### src/rtl/pwm_sample_pkg.sv
package pwm_sample_pkg;
  localparam logic [4:0] OFS_CTRL = 5'h00;
  localparam logic [4:0] OFS_STAT = 5'h04;
  localparam logic [4:0] OFS_SAMP = 5'h0C;
  localparam logic [4:0] OFS_PER  = 5'h10;

  typedef enum logic [1:0] {
    OUT_NORMAL = 2'd0,
    OUT_INVERT = 2'd1,
    OUT_LOW    = 2'd2,
    OUT_LOW2   = 2'd3
  } out_mode_e;
endpackage

### src/rtl/pwm_sample_fifo.sv
module pwm_sample_fifo #(
  parameter int DEPTH = 4,
  parameter int W     = 16
) (
  input  logic                         clk,
  input  logic                         rst,
  input  logic                         push,
  input  logic [W-1:0]                 din,
  input  logic                         pop,
  output logic [W-1:0]                 dout,
  output logic [$clog2(DEPTH+1)-1:0]   count,
  output logic                         full,
  output logic                         empty
);
  localparam int AW = $clog2(DEPTH);
  localparam int CW = $clog2(DEPTH+1);

  logic [W-1:0]  mem [DEPTH];
  logic [AW-1:0] wr_ptr, rd_ptr;
  logic          do_push, do_pop;

  assign full    = (count == CW'(DEPTH));
  assign empty   = (count == '0);
  assign do_push = push && !full;
  assign do_pop  = pop && !empty;
  assign dout    = mem[rd_ptr];

  always_ff @(posedge clk) begin
    if (do_push) mem[wr_ptr] <= din;
  end

  always_ff @(posedge clk) begin
    if (rst) begin
      wr_ptr <= '0;
      rd_ptr <= '0;
      count  <= '0;
    end else begin
      if (do_push) wr_ptr <= (wr_ptr == AW'(DEPTH-1)) ? '0 : wr_ptr + 1'b1;
      if (do_pop)  rd_ptr <= (rd_ptr == AW'(DEPTH-1)) ? '0 : rd_ptr + 1'b1;
      case ({do_push, do_pop})
        2'b10:   count <= count + 1'b1;
        2'b01:   count <= count - 1'b1;
        default: count <= count;
      endcase
    end
  end

  AST_POP_ONLY_WHEN_FILLED: assert property (@(posedge clk) disable iff (rst) pop |-> !empty);
  AST_FULL_HOLDS: assert property (@(posedge clk) disable iff (rst) (push && full && !pop) |=> full);
endmodule

### src/rtl/pwm_prescaler.sv
module pwm_prescaler #(
  parameter int W = 12
) (
  input  logic         clk,
  input  logic         rst,
  input  logic         run,
  input  logic [W-1:0] div_m1,
  output logic         tick
);
  logic [W-1:0] pcnt;

  assign tick = run && (pcnt >= div_m1);

  always_ff @(posedge clk) begin
    if (rst || !run) pcnt <= '0;
    else if (tick)   pcnt <= '0;
    else             pcnt <= pcnt + 1'b1;
  end

  AST_IDLE_NO_TICK: assert property (@(posedge clk) disable iff (rst) !run |-> !tick);
endmodule

### src/rtl/pwm_period_engine.sv
module pwm_period_engine
  import pwm_sample_pkg::*;
#(
  parameter int CW = 16
) (
  input  logic          clk,
  input  logic          rst,
  input  logic          en,
  input  logic          tick,
  input  logic [CW-1:0] period,
  input  logic [1:0]    rpt,
  input  logic [1:0]    omode,
  input  logic          fifo_empty,
  input  logic [CW-1:0] fifo_dout,
  output logic          pop,
  output logic [CW-1:0] act,
  output logic          roll_evt,
  output logic          cmp_evt,
  output logic          pwm_out
);
  localparam logic [CW-1:0] PER_CAP = {{(CW-1){1'b1}}, 1'b0};
  localparam logic [CW-1:0] ONE     = CW'(1);

  logic [CW-1:0] cnt, per_eff, top;
  logic [2:0]    rep_left, reps_m1;
  logic          fresh, boundary, reload, level, next_out;

  always_comb begin
    per_eff  = (period > PER_CAP) ? PER_CAP : period;
    top      = per_eff + ONE;
    boundary = fresh || (cnt >= top);
    reload   = boundary && (fresh || rep_left == 3'd0);
    case (rpt)
      2'd0:    reps_m1 = 3'd0;
      2'd1:    reps_m1 = 3'd1;
      2'd2:    reps_m1 = 3'd3;
      default: reps_m1 = 3'd7;
    endcase
    level = (cnt < act);
    case (out_mode_e'(omode))
      OUT_NORMAL: next_out = level;
      OUT_INVERT: next_out = !level;
      default:    next_out = 1'b0;
    endcase
  end

  assign pop      = en && tick && reload && !fifo_empty;
  assign roll_evt = en && tick && boundary && !fresh;
  assign cmp_evt  = en && tick && !boundary && (act != '0) && ((cnt + ONE) == act);

  always_ff @(posedge clk) begin
    if (rst) begin
      cnt      <= '0;
      act      <= '0;
      rep_left <= '0;
      fresh    <= 1'b1;
      pwm_out  <= 1'b0;
    end else begin
      pwm_out <= en ? next_out : 1'b0;
      if (!en) begin
        cnt      <= '0;
        rep_left <= '0;
        fresh    <= 1'b1;
      end else if (tick) begin
        if (boundary) begin
          cnt   <= '0;
          fresh <= 1'b0;
          if (reload) begin
            rep_left <= reps_m1;
            if (!fifo_empty) act <= fifo_dout;
          end else begin
            rep_left <= rep_left - 1'b1;
          end
        end else begin
          cnt <= cnt + ONE;
        end
      end
    end
  end

  AST_DISABLED_LOW: assert property (@(posedge clk) disable iff (rst) !en |=> !pwm_out);
  AST_HELD_LOW_MODE: assert property (@(posedge clk) disable iff (rst) omode[1] |=> !pwm_out);
  AST_FROZEN_NO_TICK: assert property (@(posedge clk) disable iff (rst) (en && !tick) |=> ($stable(cnt) && $stable(act)));
endmodule

### src/rtl/sampled_pwm.sv
module sampled_pwm
  import pwm_sample_pkg::*;
#(
  parameter int DEPTH      = 4,
  parameter int CNT_W      = 16,
  parameter int PRE_W      = 12,
  parameter int SWR_CYCLES = 4
) (
  input  logic        clk,
  input  logic        rst,
  input  logic        bus_sel,
  input  logic        bus_wr,
  input  logic [4:0]  bus_addr,
  input  logic [31:0] bus_wdata,
  output logic [31:0] bus_rdata,
  output logic        pwm_out
);
  localparam int OCC_W = $clog2(DEPTH+1);
  localparam int SR_W  = $clog2(SWR_CYCLES+1);

  logic             en_q;
  logic [1:0]       rpt_q, clk_q, mode_q, wm_q;
  logic [PRE_W-1:0] presc_q;
  logic [CNT_W-1:0] per_q;
  logic             werr_f, cmp_f, roll_f;
  logic [SR_W-1:0]  srst_cnt;
  logic             srst_busy, irst;
  logic             wr_ctrl, wr_stat, wr_samp, wr_per, rd_req, push;
  logic             tick, pop, fifo_full, fifo_empty, roll_evt, cmp_evt;
  logic [CNT_W-1:0] fifo_dout, act;
  logic [OCC_W-1:0] fifo_cnt;
  logic [31:0]      ctrl_rd, stat_rd;

  assign srst_busy = (srst_cnt != '0);
  assign irst      = rst || srst_busy;
  assign wr_ctrl   = bus_sel && bus_wr && (bus_addr == OFS_CTRL);
  assign wr_stat   = bus_sel && bus_wr && (bus_addr == OFS_STAT);
  assign wr_samp   = bus_sel && bus_wr && (bus_addr == OFS_SAMP);
  assign wr_per    = bus_sel && bus_wr && (bus_addr == OFS_PER);
  assign rd_req    = bus_sel && !bus_wr;
  assign push      = wr_samp && !srst_busy;

  always_ff @(posedge clk) begin
    if (rst)                                        srst_cnt <= '0;
    else if (wr_ctrl && bus_wdata[3] && !srst_busy) srst_cnt <= SR_W'(SWR_CYCLES);
    else if (srst_busy)                             srst_cnt <= srst_cnt - 1'b1;
  end

  // Field positions: enable [0], repeat [2:1], reset [3], prescale [15:4],
  // clock select [17:16], output mode [19:18], watermark [27:26].
  always_ff @(posedge clk) begin
    if (irst) begin
      en_q <= 1'b0; rpt_q <= '0; presc_q <= '0;
      clk_q <= '0; mode_q <= '0; wm_q <= '0;
      per_q <= '0;
    end else begin
      if (wr_ctrl && !bus_wdata[3]) begin
        en_q    <= bus_wdata[0];
        rpt_q   <= bus_wdata[2:1];
        presc_q <= bus_wdata[4 +: PRE_W];
        clk_q   <= bus_wdata[17:16];
        mode_q  <= bus_wdata[19:18];
        wm_q    <= bus_wdata[27:26];
      end
      if (wr_per) per_q <= bus_wdata[CNT_W-1:0];
    end
  end

  always_ff @(posedge clk) begin
    if (irst) begin
      werr_f <= 1'b0; cmp_f <= 1'b0; roll_f <= 1'b0;
    end else begin
      werr_f <= (werr_f && !(wr_stat && bus_wdata[6])) || (push && fifo_full);
      cmp_f  <= (cmp_f  && !(wr_stat && bus_wdata[5])) || cmp_evt;
      roll_f <= (roll_f && !(wr_stat && bus_wdata[4])) || roll_evt;
    end
  end

  always_comb begin
    ctrl_rd = '0;
    ctrl_rd[0]          = en_q;
    ctrl_rd[2:1]        = rpt_q;
    ctrl_rd[3]          = srst_busy;
    ctrl_rd[4 +: PRE_W] = presc_q;
    ctrl_rd[17:16]      = clk_q;
    ctrl_rd[19:18]      = mode_q;
    ctrl_rd[27:26]      = wm_q;
    stat_rd = '0;
    stat_rd[OCC_W-1:0]  = fifo_cnt;
    stat_rd[3]          = (fifo_cnt <= OCC_W'(wm_q));
    stat_rd[4]          = roll_f;
    stat_rd[5]          = cmp_f;
    stat_rd[6]          = werr_f;
  end

  always_ff @(posedge clk) begin
    if (rst) bus_rdata <= '0;
    else if (rd_req) begin
      case (bus_addr)
        OFS_CTRL: bus_rdata <= ctrl_rd;
        OFS_STAT: bus_rdata <= stat_rd;
        OFS_SAMP: bus_rdata <= en_q ? 32'(act) : '0;
        OFS_PER:  bus_rdata <= 32'(per_q);
        default:  bus_rdata <= '0;
      endcase
    end
  end

  pwm_sample_fifo #(.DEPTH(DEPTH), .W(CNT_W)) i_fifo (
    .clk(clk), .rst(irst), .push(push), .din(bus_wdata[CNT_W-1:0]), .pop(pop),
    .dout(fifo_dout), .count(fifo_cnt), .full(fifo_full), .empty(fifo_empty)
  );

  pwm_prescaler #(.W(PRE_W)) i_presc (
    .clk(clk), .rst(irst), .run(en_q && (clk_q != 2'd0)), .div_m1(presc_q), .tick(tick)
  );

  pwm_period_engine #(.CW(CNT_W)) i_engine (
    .clk(clk), .rst(irst), .en(en_q), .tick(tick), .period(per_q), .rpt(rpt_q),
    .omode(mode_q), .fifo_empty(fifo_empty), .fifo_dout(fifo_dout), .pop(pop),
    .act(act), .roll_evt(roll_evt), .cmp_evt(cmp_evt), .pwm_out(pwm_out)
  );

  AST_SRST_FLUSHES: assert property (@(posedge clk) disable iff (rst) srst_busy |=> (fifo_cnt == '0));
  AST_WERR_ON_FULL: assert property (@(posedge clk) disable iff (rst) (push && fifo_full) |=> werr_f);
endmodule

### config.mk
export PLATFORM = sky130hd
export DESIGN_NAME = sampled_pwm
export DESIGN_NICKNAME = d
export VERILOG_FILES = /design/src/rtl/pwm_sample_pkg.sv /design/src/rtl/pwm_sample_fifo.sv /design/src/rtl/pwm_prescaler.sv /design/src/rtl/pwm_period_engine.sv /design/src/rtl/sampled_pwm.sv
export SDC_FILE = /design/constraint.sdc
export NUM_CORES = 1
export LEC_CHECK = 0
export CORE_UTILIZATION = 25
export DETAILED_ROUTE_END_ITERATION = 7
export DONT_BUFFER_PORTS = 1
export GPL_ROUTABILITY_DRIVEN = 0
export MAX_ROUTING_LAYER = met4
export SLEW_MARGIN = 40
export SYNTH_ARGS = -nofsm -noshare
export SYNTH_HDL_FRONTEND = slang
export SYNTH_SLANG_ARGS = --single-unit
### constraint.sdc
create_clock -name clk -period 5.7 [get_ports clk]
set_clock_uncertainty 0.15 [all_clocks]
set_input_delay 0.57 -clock clk [delete_from_list [all_inputs] [get_ports clk]]
set_output_delay 0.57 -clock clk [all_outputs]
set_load 0.005 [all_outputs]
* Yosys cells after proc, flatten, opt, wreduce, memory -nomap -nowiden *
Memories as Yosys holds them, arrays and structs flattened. A register that Yosys moved wholly into a read port is not among the register bits.
Cells that the tools add are included.

storage, ports and cells
  register bits after elaboration = 115
  RAM bits = 64
  memories kept = 1
  output and inout port bits = 33

memories
  name        words  bits a word  read ports  clocked after Yosys merged registers in  wr ports  line                   text
  i_fifo.mem  4      16           1           1                                        1         pwm_sample_fifo.sv:18  logic [W-1:0] mem [DEPTH];

cells by class
  order comparisons = 5
  add/sub/neg operators = 9
  bitwise logic cells = 2
  mux-type cells = 14
  equality and inequality tests = 12
  reductions and logical operators = 64

operator list
  kind                                                                 number
  28-bit case mux with 4 select lines                                  1
  16-bit 2-to-1 mux                                                    3
  16-bit by 1-bit adder with 16-bit output (second input constant)     2
  1-bit logical AND                                                    30
  16-bit == test                                                       1
  16-bit greater-or-equal comparator                                   1
  16-bit > comparator (second input constant)                          1
  16-bit less-than comparator                                          1
  16-bit nonzero test                                                  1
  12-bit by 1-bit adder with 12-bit output (second input constant)     1
  12-bit greater-or-equal comparator                                   1
  1-bit zero test                                                      12
  3-bit 2-to-1 mux                                                     3
  3-bit case mux with 3 select lines                                   1
  3-bit by 1-bit subtractor with 3-bit output (second input constant)  3
  2-bit == test (second input constant)                                4
  1-bit logical OR                                                     7
  2-bit by 1-bit == test with 1-bit output (second input constant)     3
  3-bit zero test                                                      2
  3-bit case mux with 2 select lines                                   1
  2-bit nonzero test                                                   3
  2-bit OR reduction                                                   3
  5-bit by 3-bit == test with 1-bit output (second input constant)     1
  5-bit by 4-bit == test with 1-bit output (second input constant)     1
  other kinds (14)                                                     19

* Depth between registers and ports, before layout *
Gate-level depths: netlist (run 1).

  depth in word-level cells = 11
  gate-level depth with buffers = 24

* Cells and area by module *
From an unflattened synthesis (run 1), not the netlist that was laid out.

second synthesis, totals
  cells, all modules = 1006
  area, all modules = 10034.6 sq um

modules (own cells, without submodules)
  module             cells an instance  area an instance (sq um)  times used  sequential area each (sq um)
  pwm_period_engine  416                3364.5                    1           740.7
  sampled_pwm        354                2980.4                    1           1301.2
  pwm_sample_fifo    138                2802.7                    1           2102.0
  pwm_prescaler      98                 887.1                     1           240.2

* Worst setup path after synthesis (run 1) *
OpenSTA, ideal clock, no wires.

  path type = flip-flop to flip-flop
  start point = reg per_q[11]
  end point = reg i_fifo.count[2]
  arrival time = 4.340 ns
  slack = 1.140 ns
  cell stages (with the launch flop) = 24
  library setup time = 0.070 ns
  clock period less this slack = 4.560 ns
  cells stage by stage = dfxtp_1 and3_1 and3_1 nand4_1 nor2_1 nor2_1 ha_1 nand4_1 nor3_1 nand2_1 xor2_1 ha_1 nand4_1 nor3_1 a22o_1 o21ai_1 nor2_2 buf_6 ha_1 inv_1 fa_1 xor2_1 or3_1 a21oi_1

between the ends
  longest elaborated chain between the ends = 11
  elaborated cells between the ends (all ways) = 13
  those cells by class = add/sub (1); order compare (2); eq/ne (2); mux (2); reduce/logical (6)

ends and longest elaborated chain
  item                                                                       line                     text
  start, declared                                                            sampled_pwm.sv:24        logic [CNT_W-1:0] per_q;
  start signal, assigned                                                     sampled_pwm.sv:65        if (wr_per) per_q <= bus_wdata[CNT_W-1:0];
  16-bit > comparator                                                        pwm_period_engine.sv:29  per_eff = (period > PER_CAP) ? PER_CAP : period;
  16-bit 2-to-1 mux (*)                                                      pwm_period_engine.sv:29
  16-bit by 1-bit adder with 16-bit output (*)                               pwm_period_engine.sv:30  top = per_eff + ONE;
  16-bit greater-or-equal comparator (*)                                     pwm_period_engine.sv:31  boundary = fresh || (cnt >= top);
  1-bit logical OR (*)                                                       pwm_period_engine.sv:31
  1-bit logical AND (*)                                                      pwm_period_engine.sv:32  reload = boundary && (fresh || rep_left == 3'd0);
  1-bit logical AND (*) (2 in series)                                        pwm_period_engine.sv:47  assign pop = en && tick && reload && !fifo_empty;
  1-bit logical AND (*)                                                      pwm_sample_fifo.sv:25    assign do_pop = pop && !empty;
  via i_fifo.do_pop                                                          pwm_sample_fifo.sv:20    logic do_push, do_pop;
  2-bit by 1-bit == test with 1-bit output or 2-bit == test (tied branches)  pwm_sample_fifo.sv:40    case ({do_push, do_pop})
  3-bit case mux with 2 select lines or 2-bit nonzero test (tied branches)   n/a
  end signal, assigned                                                       pwm_sample_fifo.sv:41    2'b10: count <= count + 1'b1;
  end signal, assigned                                                       pwm_sample_fifo.sv:42    2'b01: count <= count - 1'b1;
  end signal, assigned                                                       pwm_sample_fifo.sv:43    default: count <= count;
  end, declared                                                              pwm_sample_fifo.sv:11    output logic [$clog2(DEPTH+1)-1:0] count,

The timed path passes the listed nets; every way through them passes the cells marked *.
A chain may end at the register's enable or synchronous reset.

* Final worst setup path (run 1) *
  start point = reg per_q[11]
  end point = reg i_fifo.count[2]

between the ends
  longest elaborated chain between the ends = 11
  elaborated cells between the ends (all ways) = 13
  those cells by class = add/sub (1); order compare (2); eq/ne (2); mux (2); reduce/logical (6)

ends and longest elaborated chain
  item                                                                       line
  16-bit > comparator                                                        pwm_period_engine.sv:29
  16-bit 2-to-1 mux (*)                                                      pwm_period_engine.sv:29
  16-bit by 1-bit adder with 16-bit output (*)                               pwm_period_engine.sv:30
  16-bit greater-or-equal comparator (*)                                     pwm_period_engine.sv:31
  1-bit logical OR (*)                                                       pwm_period_engine.sv:31
  1-bit logical AND (*)                                                      pwm_period_engine.sv:32
  1-bit logical AND (*) (2 in series)                                        pwm_period_engine.sv:47
  1-bit logical AND (*)                                                      pwm_sample_fifo.sv:25
  2-bit by 1-bit == test with 1-bit output or 2-bit == test (tied branches)  pwm_sample_fifo.sv:40
  3-bit case mux with 2 select lines or 2-bit nonzero test (tied branches)   n/a

Mark *: on every way between the ends. The rest lies on a longest branch, timed or not.

==> impl_metrics.tcl, run 1 <==
set metrics [dict create \
    status "completed" \
    numCtsBuffers 17 \
    clk_pin_slew_worst_paths_ns 0.08 \
    ys_types 67 \
    max_cap_viol_count 0 \
    die-area_um2 39200 \
    worst_slew_pin_slew_ns 0.863 \
    syn_to_final_growth_pct 10.4 \
    grt_util_all_layers_pct 14.1 \
    hold_ws_ns 0.0398 \
    multi_input_area_um2 4830 \
    rsz0062_at_grt "false" \
    max-vdd-ir-drop_mv 0.152 \
    routedWlPerCell_um 17.6 \
    clk-insertion-delay-late_ns 0.44 \
    setup_viol 0 \
    core_um2 37800 \
    final.fill_count 3938 \
    start_kind "register" \
    drtPass1Iterations 5 \
    final_common_cell "nand2_1" \
    final_cell_mix "nand2_1 (127), dfxtp_1 (120), a21oi_1 (79)" \
    portBuffers 0 \
    finalHoldViolCount 0 \
    antenna_found_initial 0 \
    setup_ws_ns 0.881 \
    num_rows 71 \
    yosys_warnings 0 \
    synth-edff-count 64 \
    period_needed_ns 4.82 \
    ys_ff_latch 185 \
    clock_sinks 185 \
    cp-end-kind "register" \
    syn_avg_cell_area_um2 9.63 \
    die_h_um 198 \
    drt_wl_total_mm 26.2 \
    postCtsSetupBuffers 0 \
    timing.final.crit_share_pct 84.5 \
    drive_gt1_share_pct 8.95 \
    slew_headroom_pct 42.4 \
    powerDensity_nw_per_um2 254 \
    io_pins 74 \
    design_area_um2 10600 \
    dp_hpwl_mm 19.2 \
    viasPerCell 4.95 \
    worstPathArrival_ns 5.04 \
    chipWidth_um 198 \
    max-clock-path-buffers 2 \
    drc 0 \
    start_util_pct 25.5 \
    ant_nets 0 \
    fin_nets 1072 \
    grt_max_degree 46 \
    vias 7391 \
    worstPathRequired_ns 5.92 \
    crit_fanout 4 \
    fmax_mhz 208 \
    grt_overflow 0 \
    preCtsSetupSlack_ns 0.948 \
    hp-class "in -> reg" \
    cts-root-buf "clkbuf_16" \
    synthFlopType "dfxtp_1" \
    cts_tree "built" \
    grt_pass1_wl_mm 41.0 \
    place_area_um2 10000 \
    syn_area_um2 9610 \
    power_leakage_uw 0.00341 \
    antenna_cells 0 \
    cts_resized 0 \
    drt-initial-drc-count 696 \
    grt_pass1_vias 6941 \
    tns_ns 0 \
    yosysSeqAreaShare_pct 45.2 \
    drv_slew 0 \
    timing_worst_setup_path_type "reg -> reg" \
    post-route-util_pct 28.1 \
    async_reset_ff_share_pct 0 \
    seqCellArea_um2 4350 \
    synth_cells 998 \
    ctsHoldBuffers 0 \
    htree_levels 4 \
]
## power by group
part | switching, µW | leakage [µW] | internal [µW]
Sequential | 6.47 | 0.00155 | 1370
Combinational | 130 | 0.00160 | 36.1
Clock | 575 | 0.000264 | 575
## routing by layer
metal  part of all wire, %  global-route usage (%)  up-vias
met5                     0                       -        -
met4                   2.3                    4.42        0
met3                   5.9                    2.88       37
met2                    46                    21.4      238
met1                    46                    18.6     3566
li1                      -                       -     3550
## final timing paths
path | start | endpoint | slack, ns | cells after the start
setup reg to reg | per_q[11]$_SDFFE_PP0P_ | i_fifo.count[2]$_SDFFE_PP0P_ | 0.88 | 22
hold reg to reg | presc_q[1]$_SDFFE_PP0P_ | presc_q[1]$_SDFFE_PP0P_ | 0.31 | 2
hold / removal | rst | bus_rdata[1]$_SDFFE_PP0P_ | 0.04 | 1
setup / recovery | per_q[11]$_SDFFE_PP0P_ | i_fifo.count[2]$_SDFFE_PP0P_ | 0.88 | 22
## cells by family after synthesis
family	count (synthesis)	share of synthesized area, %
AND/OR/NAND/NOR	351	17.6
AO/OA/AOI/OAI	212	14.7
flip-flops	185	45.2
buffers and inverters	113	5.12
adder cells (fa/ha/maj)	60	7.89
XOR/XNOR	45	4.10
multiplexers	31	5.36
other	1	0.0390
## registers in the layout (all words and copies together), names as in the netlist, 3 cells and up
name,count
i_presc.pcnt,12
i_fifo.count,3
i_engine.cnt,16
srst_cnt,3
per_q,16
bus_rdata,22
i_engine.act,16
i_engine.rep_left,3
presc_q,12
i_fifo.mem,64
## per-stage QoR
stage	power, µW	instances
final	2690	1494
after global routing	2770	1494
after CTS	2710	1493
after detailed placement	1570	1462
after global placement	1570	1462
after floorplan	1560	1007
## area by class of cell
class / instances / area share, %
clock buffers: 17 / 4.01
clock inverters: 14 / 1.19
inverters: 51 / 1.80
multi-input cells: 709 / 45.5
flip-flops and latches: 185 / 41.0
well taps: 511 / 6.03
repair buffers: 7 / 0.495
## synthesized netlist by cell type (all sizes together) (2+ instances only)
| library cell | number | area [µm²] |
|---|---|---|
| ha | 59 | 738 |
| a21oi | 79 | 395 |
| a211o | 3 | 26.3 |
| mux2i | 11 | 110 |
| or3 | 5 | 31.3 |
| and3 | 18 | 113 |
| a211oi | 4 | 30.0 |
| o22ai | 5 | 31.3 |
| o21ai | 39 | 195 |
| nor2 | 76 | 295 |
| xor2 | 21 | 184 |
| edfxtp | 64 | 1920 |
| o211a | 3 | 30.0 |
| inv | 51 | 191 |
| nand2b | 5 | 31.3 |
| clkbuf | 35 | 134 |
| nor3 | 21 | 110 |
| o31ai | 19 | 201 |
| a32oi | 3 | 26.3 |
| nor3b | 6 | 45.0 |
| buf | 27 | 166 |
| nand2 | 127 | 477 |
| a31oi | 7 | 43.8 |
| and2 | 7 | 43.8 |
| a222oi | 5 | 50.1 |
| dfxtp | 121 | 2420 |
| a21o | 3 | 22.5 |
| mux2 | 4 | 45.0 |
| or2 | 2 | 12.5 |
| a22oi | 9 | 67.6 |
| o2111ai | 2 | 17.5 |
| o211ai | 3 | 22.5 |
| nand4 | 32 | 200 |
| nor4 | 9 | 86.3 |
| a32o | 9 | 90.1 |
| o21a | 7 | 52.6 |
| nand3 | 28 | 145 |
| and4 | 2 | 20.0 |
| a2111oi | 3 | 26.3 |
| xnor2 | 24 | 210 |
| or4 | 2 | 15.0 |
| mux4 | 16 | 360 |
| nor2b | 10 | 62.6 |
## worst max-delay path, cell delays in order (launching register included)
cell and delay [ns]:
dfxtp_1 0.36, and3_1 0.22, and3_1 0.21, nand4_1 0.11, nor2_1 0.06, nor2_1 0.18
ha_1 0.25, nand4_1 0.17, nor3_1 0.36, nand2_1 0.11, xor2_1 0.16, ha_1 0.29
nand4_1 0.14, nor3_1 0.24, a22o_1 0.22, o21ai_1 0.14, nor2_2 0.16, ha_1 0.21
inv_1 0.06, fa_1 0.37, xor2_1 0.15, or3_1 0.30, a21oi_1 0.14
(Power assumes the default switching activity.)
==> inputs of run 2 (changes only) <==
Clock period 5.7 ns to 4.5 ns, I/O delays scaled along.
==> run 2 against run 1 <==
  * Sequential cell count unchanged
  * Maximum frequency increased by 10%
  * Via count increased by 4.0%
  * Critical path depth increased by 1
  * Die area unchanged
  * Cell area increased by 4.8%
  * Register-to-register slack got worse by 0.76 ns
  * Worst setup slack got worse by 0.76 ns
  * Clock-buffer cell count increased by 1
  * First-iteration DRC count increased by 0.86%
  * Hold slack got worse by 0.025 ns
==> impl_metrics.tcl, run 2 (synthesis gave the netlist of run 1 again) <==
set metrics [dict create \
    status "completed" \
    drtPass1Iterations 7 \
    final_common_cell "nand2_1" \
    drc 0 \
    grt_pass1_wl_mm 42.7 \
    final_cells 1540 \
    grt_overflow 0 \
    start_util_pct 25.5 \
    cts-root-buf "clkbuf_16" \
    core_um2 37800 \
    clk-insertion-delay-late_ns 0.45 \
    drt-initial-drc-count 702 \
    power_leakage_uw 0.00365 \
    io_pins 74 \
    chipWidth_um 198 \
    worstPathRequired_ns 4.72 \
    regMostFlops "i_fifo.mem" \
    portBuffers 0 \
    grt_util_all_layers_pct 14.6 \
    timing.final.crit_share_pct 97.3 \
    ant_nets 0 \
    final.fill_count 3904 \
    finalHoldViolCount 0 \
    antenna_found_initial 1 \
    clock_sinks 185 \
    drt_wl_total_mm 27.4 \
    hold_ws_ns 0.0150 \
    setup_viol 0 \
    die-area_um2 39200 \
    grt_pass1_vias 7101 \
    vias 7686 \
    worstPathArrival_ns 4.61 \
    max-vdd-ir-drop_mv 0.240 \
    num_rows 71 \
    largest_register_ffs 64 \
    period_needed_ns 4.38 \
    final_cell_mix "nand2_1 (127), dfxtp_1 (117), a21oi_1 (78)" \
    crit_fanout 3 \
    rsz0062_at_grt "true" \
    drive_gt1_share_pct 12.2 \
    grt_max_degree 46 \
    cp-end-kind "register" \
    seqCellArea_um2 4350 \
    fmax_mhz 228 \
    start_kind "register" \
    syn_to_final_growth_pct 15.7 \
    cts_tree "built" \
    clk_pin_slew_worst_paths_ns 0.08 \
    fin_nets 1114 \
    multi_input_area_um2 4890 \
    max_cap_viol_count 0 \
    max-clock-path-buffers 2 \
    tns_ns 0 \
    worst_slew_pin_slew_ns 0.806 \
    design_area_um2 11100 \
    die_h_um 198 \
    hp-class "in -> reg" \
    drv_slew 0 \
    place_area_um2 10200 \
    routedWlPerCell_um 17.8 \
    reg_top3 "i_fifo.mem (64), bus_rdata (22)" \
    post-route-util_pct 29.5 \
    dp_cells 1478 \
    timing_worst_setup_path_type "reg -> reg" \
    viasPerCell 4.99 \
    numCtsBuffers 17 \
    slew_headroom_pct 46.3 \
    powerDensity_nw_per_um2 320 \
    htree_levels 4 \
    dp_hpwl_mm 19.8 \
]
-- run 2: changes by cell type in the layout (fill, tap and decap cells not counted), sizes merged --
cell,before,now
clkinvlp,3,1
clkbuf,17,18
clkinv,3,7
diode,0,3
buf,7,29
inv,59,57
dlygate4sd3,0,20
-- run 2: power breakdown --
group	leakage, µW	total [µW]	switching (µW)	internal, µW
clock	0.000303	1560	772	793
combinational	0.00179	245	185	59.7
sequential	0.00155	1750	8.24	1740
total	0.00365	3560	965	2590
-- run 2: layout make-up --
class | instances | area share, %
inverters | 51 | 1.72
multi-input cells | 709 | 44.0
clock inverters | 14 | 1.62
repair buffers | 49 | 3.73
flip-flops and latches | 185 | 39.1
clock buffers | 18 | 4.05
well taps | 511 | 5.75
diodes | 3 | 0.0675
-- run 2: stage by stage --
step                total power [µW]  worst slack, ns
global route                    3680           -0.125
finish                          3560            0.120
floorplan                       1970          0.00832
CTS                             3570           0.0252
detailed placement              1990          -0.0324
global placement                1980           0.0738
-- run 2: worst paths after layout --
kind / from / cells past startpoint / to / slack [ns]
setup / recovery: per_q[11]$_SDFFE_PP0P_ / 23 / i_fifo.count[2]$_SDFFE_PP0P_ / 0.12
hold / removal: bus_wdata[26] / 2 / wm_q[0]$_SDFFE_PP0P_ / 0.02
setup reg to reg: per_q[11]$_SDFFE_PP0P_ / 23 / i_fifo.count[2]$_SDFFE_PP0P_ / 0.12
hold reg to reg: presc_q[2]$_SDFFE_PP0P_ / 2 / presc_q[2]$_SDFFE_PP0P_ / 0.31
-- run 2: worst max-delay path, cell delays in order (launching register included) --
cell and delay (ns):
dfxtp_2 0.32, and3_4 0.18, and3_4 0.17, nand4_1 0.11, nor2_1 0.06, nor2_2 0.14
ha_2 0.19, nand4_1 0.15, nor3_2 0.29, nand2_1 0.10, xor2_1 0.15, ha_1 0.29
nand2_1 0.05, nor2_1 0.10, a211oi_1 0.06, o211ai_1 0.28, o21ai_2 0.14, nor2_4 0.19
ha_4 0.16, inv_1 0.05, fa_2 0.33, xor2_1 0.16, or3_4 0.37, a21oi_2 0.12
-- run 2: what timing repair did --
action	CTS	global route
endpoints found under the setup margin	1	2
hold buffers	21	0
hold endpoints to repair	121	0
buffers inserted	1	4
gates resized for setup	0	11
pin swaps	4	14
-- run 2: metal layers --
metal	part of all wire (%)	GRT usage (%)
met2	48	23.0
met3	5.2	2.03
met4	1.7	3.56
met5	0	-
met1	46	19.7
==> inputs of run 3 (changes only) <==
Settings changed: CORE_UTILIZATION 25 to 55, PLACE_DENSITY from default to 0.73, SYNTH_HIERARCHICAL from default to 1.
==> run 3 against run 2 <==
  * Worst setup slack worse by 0.055 ns
  * Non-clock buffer count is 15 higher
  * Largest cell class unchanged
  * Clock power is 3% lower
  * Largest power group unchanged
==> impl_metrics.tcl, run 3 <==
set metrics [dict create \
    portBuffers 0 \
    final_cells 1279 \
    crit_fanout 3 \
    core_um2 17900 \
    synthTopCellsByCount "dfxtp_1 (123), nand2_1 (88), edfxtp_1 (64), inv_1 (64), ha_1 (59)" \
    seqPwrFrac_pct 49.4 \
    cp-startpoint "per_q[10]$_SDFFE_PP0P_" \
    grt_overflow 0 \
    antenna_found_initial 0 \
    max-clock-path-buffers 2 \
    worst_slew_pin_slew_ns 0.793 \
    design_area_um2 11300 \
    grt_pass1_wl_mm 38.9 \
    yosysTopAreaCell "dfxtp_1" \
    grt_max_degree 82 \
    timing.final.crit_share_pct 98.6 \
    drt-initial-drc-count 608 \
    max-vdd-ir-drop_mv 0.265 \
    p_sw_share_pct 26.7 \
    async_reset_ff_share_pct 0 \
    setup_viol 0 \
    fin_nets 1138 \
    dp_cells 1218 \
    r2r_cells 24 \
    r2r_start "per_q[10]$_SDFFE_PP0P_" \
    vias 7659 \
    viasPerCell 5.99 \
    final.fill_count 1462 \
    numCtsBuffers 17 \
    ant_nets 0 \
    regMostFlops "i_fifo/mem" \
    start_kind "register" \
    num_rows 49 \
    ys_types 81 \
    worstPathArrival_ns 4.67 \
    rrSetupSlack_ns 0.06 \
    reg_top3 "i_fifo/mem (64), bus_rdata (22)" \
    start_util_pct 56.1 \
    worstPathRequired_ns 4.73 \
    drive_gt1_share_pct 14.6 \
    synth_most_common_cell "dfxtp_1" \
    final_cell_mix "dfxtp_1 (119), nand2_1 (87), edfxtp_1 (64)" \
    htree_levels 4 \
    power.total_uw 3570 \
    power_switching_uw 952 \
    io_pins 74 \
    yosys_warnings 6 \
    timing_worst_setup_path_type "reg -> reg" \
    fmax_mhz 225 \
    clk_pin_slew_worst_paths_ns 0.08 \
    power_leakage_uw 0.00385 \
    grt_util_all_layers_pct 28.8 \
    syn_area_um2 10000 \
    antenna_cells 0 \
    status "completed" \
    comb_power_share_pct 7.8 \
    largest_register_ffs 64 \
    drv_slew 0 \
    worst-path-buf-inv 4 \
    hp-class "in -> reg" \
    powerDensity_nw_per_um2 316 \
    ys_ff_latch 187 \
    r2r-end "i_fifo/count[2]$_SDFFE_PP0P_" \
    max_cap_viol_count 0 \
    routedWlPerCell_um 19.9 \
    slew_headroom_pct 47.1 \
    drc 0 \
    syn_avg_cell_area_um2 9.97 \
    clk-insertion-delay-late_ns 0.45 \
    cp-end-kind "register" \
    period_needed_ns 4.44 \
    chipWidth_um 137 \
    hold_ws_ns 0.00935 \
    cts_tree "built" \
    drt_wl_total_mm 25.4 \
    synth_cells 1006 \
    post-route-util_pct 63.1 \
    place_area_um2 10300 \
    cts-root-buf "clkbuf_16" \
    die-area_um2 18800 \
    synth-edff-count 64 \
    clock_sinks 187 \
    path_depth 24 \
    path_cells "and4_1 -> and2_4 -> nand4_1 -> nor2_1 -> nand2_1 -> and2_4 -> ha_4 -> nand3_4 -> buf_6 -> xor2_2 -> ha_2 -> o211ai_1 -> a2111oi_4 -> a21oi_2 -> nor4_4 -> buf_4 -> o31ai_4 -> inv_1 -> ha_2 -> inv_2 -> fa_2 -> xor2_2 -> or3_4 -> a21oi_2" \
    yosysSeqAreaShare_pct 43.7 \
    die_h_um 137 \
    dp_hpwl_mm 17.6 \
    crit_path_end "i_fifo/count[2]$_SDFFE_PP0P_" \
    drtPass1Iterations 5 \
    clkPwrFrac_pct 42.8 \
    intPower_uw 2610 \
    rsz0062_at_grt "true" \
    final_common_cell "dfxtp_1" \
    critPathTopFamily "simple AND/OR/NAND/NOR gates" \
    finalHoldViolCount 0 \
    grt_pass1_vias 7237 \
    synth_area_leaders "dfxtp_1 (25%), edfxtp_1 (19%), ha_1 (7.4%)" \
    synthFlopType "dfxtp_1" \
    synth_top_area_share_pct 24.5 \
    max_stage_delay_ns 0.41 \
    syn_to_final_growth_pct 12.6 \
    slowest_stage "a2111oi_4" \
]
-- run 3: worst register-to-register path: stages (launching register included) --
cell,delay [ns]
dfxtp_2,0.33
and4_1,0.22
and2_4,0.15
nand4_1,0.10
nor2_1,0.14
nand2_1,0.08
and2_4,0.15
ha_4,0.16
nand3_4,0.08
buf_6,0.11
xor2_2,0.06
ha_2,0.32
o211ai_1,0.12
a2111oi_4,0.41
a21oi_2,0.13
nor4_4,0.14
buf_4,0.18
o31ai_4,0.07
inv_1,0.07
ha_2,0.18
inv_2,0.04
fa_2,0.36
xor2_2,0.17
or3_4,0.33
a21oi_2,0.13
-- run 3: area by class of cell --
| class | count | area, µm² | area share, % |
|---|---|---|---|
| Inverter | 64 | 240 | 2.13 |
| Timing Repair Buffer | 64 | 544 | 4.82 |
| Tap cell | 229 | 287 | 2.54 |
| Multi-Input combinational cell | 703 | 5220 | 46.2 |
| Clock inverter | 15 | 188 | 1.66 |
| Clock buffer | 17 | 425 | 3.77 |
| Sequential cell | 187 | 4390 | 38.9 |
-- run 3: logic make-up (layout without fill, tap and decap cells) --
kind of cell	Yosys count	count (layout)	synth area share (%)
AND/OR/NAND/NOR	365	365	20.2
flip-flops	187	187	43.7
AO/OA/AOI/OAI	166	166	11.1
buffers and inverters	125	160	5.84
adder cells (fa/ha/maj)	60	60	7.56
multiplexers	59	59	7.88
XOR/XNOR	43	43	3.75
other	1	10	0.0374
-- run 3: timing repair --
action                                  4_1_cts  5_1_grt
gates cloned                                  0        0
buffers inserted                              1        4
resized for setup                             6        5
hold buffers                                 24        0
pin swaps                                     5       12
endpoints found under the setup margin        1        2
hold endpoints to repair                    101        0
-- run 3: layer usage --
layer  track usage, %  part of all wire (%)  up-vias
met1             36.2                    43     3698
li1                 -                     -     3685
met2             44.1                    47      225
met5                -                     0        -
met3             7.33                   6.5       51
met4             12.0                   3.4        0
-- run 3: worst min path at each step --
stage                               startpoint  depth (start not counted)                           to
floorplan               mode_q[1]$_SDFFE_PP0P_                          1  i_engine/pwm_out$_SDFF_PP0_
global placement    bus_rdata[17]$_SDFFE_PP0P_                          2   bus_rdata[17]$_SDFFE_PP0P_
detailed placement  bus_rdata[19]$_SDFFE_PP0P_                          2   bus_rdata[19]$_SDFFE_PP0P_
CTS                               bus_wdata[1]                          2        rpt_q[0]$_SDFFE_PP0P_
global route                     bus_wdata[26]                          2         wm_q[0]$_SDFFE_PP0P_
finish                           bus_wdata[11]                          2       per_q[11]$_SDFFE_PP0P_
-- run 3: power by group through the flow --
stage	clock network [µW]	registers (µW)	logic, µW
CTS	1540	1760	277
global route	1600	1760	303
finish	1520	1760	279
global placement	0	1800	239
detailed placement	0	1800	241
floorplan	0	1800	209
-- run 3: through the flow --
step | TNS, ns | setup WS [ns]
floorplan | -0.153 | -0.153
global placement | 0 | 0.0626
detailed placement | -0.0624 | -0.0624
CTS | 0 | 0.0346
global route | -0.224 | -0.198
finish | 0 | 0.0646
